<file path="config.mk">
export PLATFORM = sky130hd
export DESIGN_NAME = simd_lane_alu
export DESIGN_NICKNAME = d
export VERILOG_FILES = /design/src/rtl/simd_alu_pkg.sv /design/src/rtl/simd_alu_ctrl.sv /design/src/rtl/simd_lane_slice.sv /design/src/rtl/simd_alu_datapath.sv /design/src/rtl/simd_lane_alu.sv
export SDC_FILE = /design/constraint.sdc
export NUM_CORES = 2
export LEC_CHECK = 0
export ABC_AREA = 1
export ABC_CLOCK_PERIOD_IN_PS = 10300
export BUFFER_PORTS_ARGS = -buffer_cell sky130_fd_sc_hd__buf_2
export CAP_MARGIN = 20
export CELL_PAD_IN_SITES_DETAIL_PLACEMENT = 0
export CELL_PAD_IN_SITES_GLOBAL_PLACEMENT = 2
export CORE_MARGIN = 8
export CORE_UTILIZATION = 35
export DETAILED_ROUTE_END_ITERATION = 10
export PLACE_DENSITY_LB_ADDON = 0.1
export SKIP_CTS_REPAIR_TIMING = 1
export SLEW_MARGIN = 10
export SYNTH_ARGS = -nofsm -noshare
export SYNTH_HDL_FRONTEND = slang
export SYNTH_SLANG_ARGS = --single-unit
export TNS_END_PERCENT = 30
</file>
<file path="constraint.sdc">
create_clock -name clk -period 10.3 [get_ports clk]
set_input_delay 0.515 -clock clk [delete_from_list [all_inputs] [get_ports clk]]
set_output_delay 0.515 -clock clk [all_outputs]
set_load 0.02 [all_outputs]
</file>
<file path="src/rtl/simd_alu_pkg.sv">
package simd_alu_pkg;

  localparam int DATA_W        = 64;
  localparam int MIN_LANE_W    = 8;
  localparam int LANE_VARIANTS = 3;

  typedef enum logic [3:0] {
    OP_ADD   = 4'd0,
    OP_SUB   = 4'd1,
    OP_ADDS  = 4'd2,
    OP_SUBS  = 4'd3,
    OP_MIN   = 4'd4,
    OP_MAX   = 4'd5,
    OP_CMPEQ = 4'd6,
    OP_CMPGT = 4'd7,
    OP_SAD   = 4'd8,
    OP_MADD  = 4'd9
  } opCodeT;

  typedef enum logic [1:0] {
    LANE_8  = 2'd0,
    LANE_16 = 2'd1,
    LANE_32 = 2'd2
  } laneSizeT;

  typedef enum logic [2:0] {
    K_ARITH = 3'd0,
    K_MIN   = 3'd1,
    K_MAX   = 3'd2,
    K_EQ    = 3'd3,
    K_GT    = 3'd4,
    K_SAD   = 3'd5,
    K_MADD  = 3'd6,
    K_NONE  = 3'd7
  } kindT;

  typedef struct packed {
    kindT                     kind;
    logic                     subtract;
    logic                     saturate;
    logic                     signedLanes;
    logic [LANE_VARIANTS-1:0] widthSel;
    logic                     illegal;
  } ctrlStrobesT;

endpackage

</file>
<file path="src/rtl/simd_alu_ctrl.sv">
module simd_alu_ctrl
  import simd_alu_pkg::*;
(
  input  logic        clk,
  input  logic        rst,
  input  logic [3:0]  opCode,
  input  logic [1:0]  laneSize,
  input  logic        signedMode,
  output ctrlStrobesT strobes
);

  logic badWidth;
  logic badOp;

  always_comb begin
    strobes             = '0;
    strobes.kind        = K_NONE;
    strobes.signedLanes = signedMode;
    badWidth            = (laneSize > LANE_32);
    badOp               = 1'b0;
    if (!badWidth) strobes.widthSel = LANE_VARIANTS'(1) << laneSize;

    case (opCode)
      OP_ADD:   strobes.kind = K_ARITH;
      OP_SUB:   begin strobes.kind = K_ARITH; strobes.subtract = 1'b1; end
      OP_ADDS:  begin strobes.kind = K_ARITH; strobes.saturate = 1'b1; end
      OP_SUBS:  begin
                  strobes.kind     = K_ARITH;
                  strobes.subtract = 1'b1;
                  strobes.saturate = 1'b1;
                end
      OP_MIN:   strobes.kind = K_MIN;
      OP_MAX:   strobes.kind = K_MAX;
      OP_CMPEQ: strobes.kind = K_EQ;
      OP_CMPGT: strobes.kind = K_GT;
      OP_SAD:   begin
                  strobes.kind = K_SAD;
                  badOp = (laneSize != LANE_8) || signedMode;
                end
      OP_MADD:  begin
                  strobes.kind = K_MADD;
                  badOp = (laneSize != LANE_16) || !signedMode;
                end
      default:  badOp = 1'b1;
    endcase

    strobes.illegal = badOp || badWidth;
    if (strobes.illegal) begin
      strobes.kind     = K_NONE;
      strobes.widthSel = '0;
    end
  end

  // a legal request selects exactly one lane width
  p_width_onehot_r3: assert property (@(posedge clk) disable iff (rst)
    !strobes.illegal |-> $countones(strobes.widthSel) == 1);

  // the reduction over bytes is issued only for unsigned 8-bit lanes
  p_sad_mode_r8: assert property (@(posedge clk) disable iff (rst)
    strobes.kind == K_SAD |-> (laneSize == 2'd0) && !signedMode);

  // multiply-add is issued only for signed 16-bit lanes
  p_madd_mode_r9: assert property (@(posedge clk) disable iff (rst)
    strobes.kind == K_MADD |-> (laneSize == 2'd1) && signedMode);

endmodule

</file>
<file path="src/rtl/simd_lane_slice.sv">
module simd_lane_slice
  import simd_alu_pkg::*;
#(
  parameter int W = 8
) (
  input  logic [W-1:0] laneA,
  input  logic [W-1:0] laneB,
  input  kindT         kind,
  input  logic         subtract,
  input  logic         saturate,
  input  logic         signedLanes,
  output logic [W-1:0] laneRes
);

  localparam int EW = W + 2;

  logic [EW-1:0] extA;
  logic [EW-1:0] extB;
  logic [EW-1:0] sum;
  logic [W-1:0]  satRes;
  logic          aGreater;
  logic          aEqual;

  always_comb begin
    extA = signedLanes ? {{2{laneA[W-1]}}, laneA} : {2'b00, laneA};
    extB = signedLanes ? {{2{laneB[W-1]}}, laneB} : {2'b00, laneB};
    sum  = subtract ? (extA - extB) : (extA + extB);
    aGreater = $signed(extA) > $signed(extB);
    aEqual   = (laneA == laneB);
  end

  always_comb begin
    if (signedLanes) begin
      if (sum[W+1:W-1] == 3'b000 || sum[W+1:W-1] == 3'b111)
        satRes = sum[W-1:0];
      else if (sum[W+1])
        satRes = {1'b1, {(W-1){1'b0}}};
      else
        satRes = {1'b0, {(W-1){1'b1}}};
    end else begin
      if (sum[W+1])      satRes = '0;
      else if (sum[W])   satRes = '1;
      else               satRes = sum[W-1:0];
    end
  end

  always_comb begin
    case (kind)
      K_ARITH: laneRes = saturate ? satRes : sum[W-1:0];
      K_MIN:   laneRes = aGreater ? laneB : laneA;
      K_MAX:   laneRes = aGreater ? laneA : laneB;
      K_EQ:    laneRes = {W{aEqual}};
      K_GT:    laneRes = {W{aGreater}};
      default: laneRes = '0;
    endcase
  end

endmodule

</file>
<file path="src/rtl/simd_alu_datapath.sv">
module simd_alu_datapath
  import simd_alu_pkg::*;
(
  input  logic              clk,
  input  logic              rst,
  input  logic              inValid,
  input  logic [DATA_W-1:0] opA,
  input  logic [DATA_W-1:0] opB,
  input  ctrlStrobesT       strobes,
  output logic              outValid,
  output logic [DATA_W-1:0] result,
  output logic              illegalOp
);

  localparam int BYTE_LANES = DATA_W / MIN_LANE_W;
  localparam int SAD_W      = $clog2(BYTE_LANES * ((1 << MIN_LANE_W) - 1) + 1);
  localparam int MADD_IN_W  = 2 * MIN_LANE_W;
  localparam int MADD_OUT_W = 2 * MADD_IN_W;
  localparam int MADD_LANES = DATA_W / MADD_IN_W;
  localparam int MADD_PAIRS = MADD_LANES / 2;

  logic [DATA_W-1:0] laneOut [LANE_VARIANTS];
  logic [DATA_W-1:0] laneSel;
  logic [SAD_W-1:0]  sadSum;
  logic [DATA_W-1:0] maddRes;
  logic [DATA_W-1:0] nextResult;

  for (genvar g = 0; g < LANE_VARIANTS; g++) begin : g_width
    localparam int W = MIN_LANE_W << g;
    localparam int N = DATA_W / W;
    logic [DATA_W-1:0] variantRes;
    for (genvar l = 0; l < N; l++) begin : g_lane
      simd_lane_slice #(.W(W)) i_slice (
        .laneA       (opA[l*W +: W]),
        .laneB       (opB[l*W +: W]),
        .kind        (strobes.kind),
        .subtract    (strobes.subtract),
        .saturate    (strobes.saturate),
        .signedLanes (strobes.signedLanes),
        .laneRes     (variantRes[l*W +: W])
      );
    end
    assign laneOut[g] = variantRes;
  end

  always_comb begin
    laneSel = '0;
    for (int g = 0; g < LANE_VARIANTS; g++)
      if (strobes.widthSel[g]) laneSel = laneOut[g];
  end

  always_comb begin
    logic [MIN_LANE_W-1:0] ba, bb;
    sadSum = '0;
    for (int i = 0; i < BYTE_LANES; i++) begin
      ba = opA[i*MIN_LANE_W +: MIN_LANE_W];
      bb = opB[i*MIN_LANE_W +: MIN_LANE_W];
      sadSum = sadSum + SAD_W'((ba > bb) ? (ba - bb) : (bb - ba));
    end
  end

  always_comb begin
    logic signed [MADD_OUT_W-1:0] prodLo, prodHi;
    maddRes = '0;
    for (int p = 0; p < MADD_PAIRS; p++) begin
      prodLo = $signed(opA[(2*p)*MADD_IN_W +: MADD_IN_W]) *
               $signed(opB[(2*p)*MADD_IN_W +: MADD_IN_W]);
      prodHi = $signed(opA[(2*p+1)*MADD_IN_W +: MADD_IN_W]) *
               $signed(opB[(2*p+1)*MADD_IN_W +: MADD_IN_W]);
      maddRes[p*MADD_OUT_W +: MADD_OUT_W] = prodLo + prodHi;
    end
  end

  always_comb begin
    case (strobes.kind)
      K_SAD:   nextResult = DATA_W'(sadSum);
      K_MADD:  nextResult = maddRes;
      K_NONE:  nextResult = '0;
      default: nextResult = laneSel;
    endcase
  end

  always_ff @(posedge clk) begin
    if (rst) begin
      outValid  <= 1'b0;
      illegalOp <= 1'b0;
      result    <= '0;
    end else begin
      outValid  <= inValid;
      illegalOp <= inValid && strobes.illegal;
      if (inValid) result <= nextResult;
    end
  end

  logic maskUniform;
  always_comb begin
    maskUniform = 1'b1;
    for (int i = 0; i < BYTE_LANES; i++)
      if (result[i*MIN_LANE_W +: MIN_LANE_W] != '0 &&
          result[i*MIN_LANE_W +: MIN_LANE_W] != '1)
        maskUniform = 1'b0;
  end

  // valid output exactly one cycle after a request
  p_valid_latency_r2: assert property (@(posedge clk) disable iff (rst)
    !$past(rst) |-> outValid == $past(inValid));

  // the output register holds without a request
  p_hold_result_r2: assert property (@(posedge clk) disable iff (rst)
    (!$past(rst) && !$past(inValid)) |-> $stable(result));

  // an illegal request yields a zero, valid result
  p_illegal_zero_r10: assert property (@(posedge clk) disable iff (rst)
    illegalOp |-> (result == '0) && outValid);

  // upper bits of the reduction result are zero
  p_sad_upper_r8: assert property (@(posedge clk) disable iff (rst)
    (!$past(rst) && outValid && $past(strobes.kind) == K_SAD) |->
      result[DATA_W-1:16] == '0);

  // compare masks are all-ones or all-zeros per byte
  p_mask_uniform_r7: assert property (@(posedge clk) disable iff (rst)
    (!$past(rst) && outValid &&
     ($past(strobes.kind) == K_EQ || $past(strobes.kind) == K_GT)) |->
      maskUniform);

endmodule

</file>
<file path="src/rtl/simd_lane_alu.sv">
module simd_lane_alu
  import simd_alu_pkg::*;
(
  input  logic        clk,
  input  logic        rst,
  input  logic        inValid,
  input  logic [3:0]  opCode,
  input  logic [1:0]  laneSize,
  input  logic        signedMode,
  input  logic [63:0] opA,
  input  logic [63:0] opB,
  output logic        outValid,
  output logic [63:0] result,
  output logic        illegalOp
);

  ctrlStrobesT strobes;

  simd_alu_ctrl i_ctrl (
    .clk        (clk),
    .rst        (rst),
    .opCode     (opCode),
    .laneSize   (laneSize),
    .signedMode (signedMode),
    .strobes    (strobes)
  );

  simd_alu_datapath i_datapath (
    .clk       (clk),
    .rst       (rst),
    .inValid   (inValid),
    .opA       (opA),
    .opB       (opB),
    .strobes   (strobes),
    .outValid  (outValid),
    .result    (result),
    .illegalOp (illegalOp)
  );

endmodule

</file>
==> impl_metrics.yaml <==
status:
  status: "completed"
clock_network:
  clockBufferDepth: 2
  clk-insertion-delay-late_ps: 500
  root_buffer: "clkbuf_16"
  cts_sinks: 66
  numCtsBuffers: 9
  clkTransAtPathRegs_ps: 100
  htreeDepth: 3
  tritoncts: "yes"
routing:
  drt_iter0_markers: 6947
  drc: 0
  drt_wl_total_um: 422000
  num_vias: 75689
  drtPass1Iterations: 6
  viasPerCell: 5.35
  drtAntennaViolNets: 0
  wl_per_cell_um: 29.9
sta:
  post-route-period-util: 0.864
  fmax_mhz: 112
  finalSetupTns_ps: 0
  rsz0062_at_grt: "no"
  timing.final.ws_setup_ps: 1400
  hold_ws_ps: 322
  finalClockSkew_ps: 0
  setup_violations: 0
  slew_violations: 0
  worst_slew_pin_slew_ps: 1270
  max_slew_margin: 0.155
  finalCriticalPeriod_ps: 8900
  hold_viol: 0
worst_setup_path:
  crit_required_ps: 10690
  critPathKind: "in -> reg"
  arrival_ps: 9290
  cp-end-kind: "flop"
  r2r_end: "i_datapath.result[39]$_SDFFE_PP0P_"
  cp-endpoint: "i_datapath.result[56]$_SDFFE_PP0P_"
  r2r_cells: 2
  reg2reg_from: "i_datapath.result[39]$_SDFFE_PP0P_"
  worst-r2r-setup-slack_ps: 9020
  path_max_fanout: 17
  cp-startpoint: "opB[63]"
  worstSetupStartpointType: "primary input"
placement:
  dp_slack_ps: 839
  hpwl_um: 348000
  routabilityCongestion: 1.06
  io_buffers: 203
  place_area_um2: 78000
yosys:
  synth_top_family_by_area: "adder cells"
  yosys.area_share.adder: 0.414
  syn_nets: 13372
  ys_seq_elements: 66
  syn_inst: 11490
  synth-compound-area-share: 0.133
  syn_area_per_cell_um2: 6.51
  ys_types: 68
  synth-xor-area-share: 0.0303
  synth_edf_count: 0
  syn_area_um2: 74800
  synthArstFlopShare: 0
  synth.area.mux_share: 0.00124
  ys_warn_count: 0
  synth-simple-area-share: 0.236
  ys.flop_type: "dfxtp_1"
  ys_seq_area_frac: 0.0177
final_layout:
  drive_gt1_frac: 0.0556
  layout.nets: 13175
  design_area_um2: 78300
  area_growth_pct: 4.73
floorplanning:
  fp-row-count: 169
  die_h_um: 478
  die_w_um: 478
  core_area_um2: 212000
  design.die.area_um2: 229000
  ioPinCount: 204
  start_util: 0.352
global_routing:
  antenna_found_initial: 26
  grt_pass1_wl_um: 588000
  overflow: 0
  first_global_vias: 77174
  grt_usage: 0.359
  grt_max_degree: 106
job:
  drv_cap: 0
min_path:
  hp-class: "in -> reg"
==> cells by family (layout without fill, tap and decap cells) <==
logic type,count (synthesis),count (layout)
AND/OR/NAND/NOR,4416,4416
buffers and inverters,3166,2974
AO/OA/AOI/OAI,1831,1831
adder cells (fa/ha/maj),1744,1744
XOR/XNOR,258,258
flip-flops,66,66
multiplexers,9,9
other,0,17
==> critical path, cell delays in order <==
cell,delay (ps)
buf_2,430
clkinv_1,710
nor2_1,430
fa_1,500
fa_1,480
fa_1,570
fa_1,490
fa_1,540
fa_1,430
fa_1,490
inv_1,50
fa_1,480
inv_1,50
ha_1,380
a21oi_1,320
o21ai_0,140
a21oi_1,500
nand3_1,510
a31o_2,360
o21ai_0,470
nand2_1,230
inv_1,110
a21oi_1,70
==> state kept, by name (all words and copies together), names as in the netlist <==
| register | count |
|---|---|
| i_datapath.outValid | 1 |
| i_datapath.result | 64 |
| i_datapath.illegalOp | 1 |
==> through the flow <==
step / cells / util
6_report: 14136 / 0.369
5_1_grt: 14131 / 0.369
4_1_cts: 14117 / 0.369
3_5_place_dp: 14101 / 0.367
3_3_place_gp: 14095 / 0.367
2_1_floorplan: 11490 / -
==> cell usage in the layout (no fill, tap or decap), drive strengths merged, types with 8 or more instances in the layout <==
cell type and instances:
o21ai 907, o22ai 8, nor3 67, dfxtp 66, clkinv 11, fa 1223, xor2 196, a31oi 17
ha 521, nor2 705, or2 21, clkbuf 11, inv 2568, nand2 3156, nand4 40, a221o 8
buf 380, o211ai 76, diode 17, a221oi 11, a21oi 725, o21bai 31, xnor2 62, nand3 408
==> how the worst min path moves through the flow <==
stage                                            start                                  to  slack (ps)  depth (start not counted)
floorplan            i_datapath.result[9]$_SDFFE_PP0P_   i_datapath.result[9]$_SDFFE_PP0P_         540                          2
CTS                                                rst   i_datapath.result[9]$_SDFFE_PP0P_         300                          2
detailed placement  i_datapath.result[61]$_SDFFE_PP0P_  i_datapath.result[61]$_SDFFE_PP0P_         510                          2
global placement    i_datapath.result[26]$_SDFFE_PP0P_  i_datapath.result[26]$_SDFFE_PP0P_         510                          2
global route                                       rst   i_datapath.result[9]$_SDFFE_PP0P_         330                          2
finish                                             rst   i_datapath.result[9]$_SDFFE_PP0P_         320                          2
==> synth_stat cells, types with 81 or more instances <==
cell,n,area [um2]
buf_2,119,596
nand2_1,3103,11600
xor2_1,195,1710
clkbuf_1,313,1170
fa_1,1223,24500
a21oi_1,692,3460
ha_1,521,6520
nand3_1,406,2030
inv_1,2514,9440
o21ai_1,81,405
o21ai_0,813,4070
nor2_1,680,2550
==> per-layer routing <==
layer / global-route usage / wire length [um]
met5: 0 / 27
met4: 0.283 / 42000
met3: 0.0443 / 23900
met2: 0.610 / 199000
met1: 0.409 / 157000
==> layout make-up <==
class	instances	area [um2]
fillers	23462	134000
multi-input cells	8258	61000
inverters	2577	9700
well taps	2821	3530
repair buffers	381	2400
flip-flops and latches	66	1320
clock buffers	10	229
clock inverters	6	88.8
diodes	17	42.5
Power is left out: the tool's default activity adds up to more than one toggle a clock period on the data nets, which glitch-free logic cannot reach.
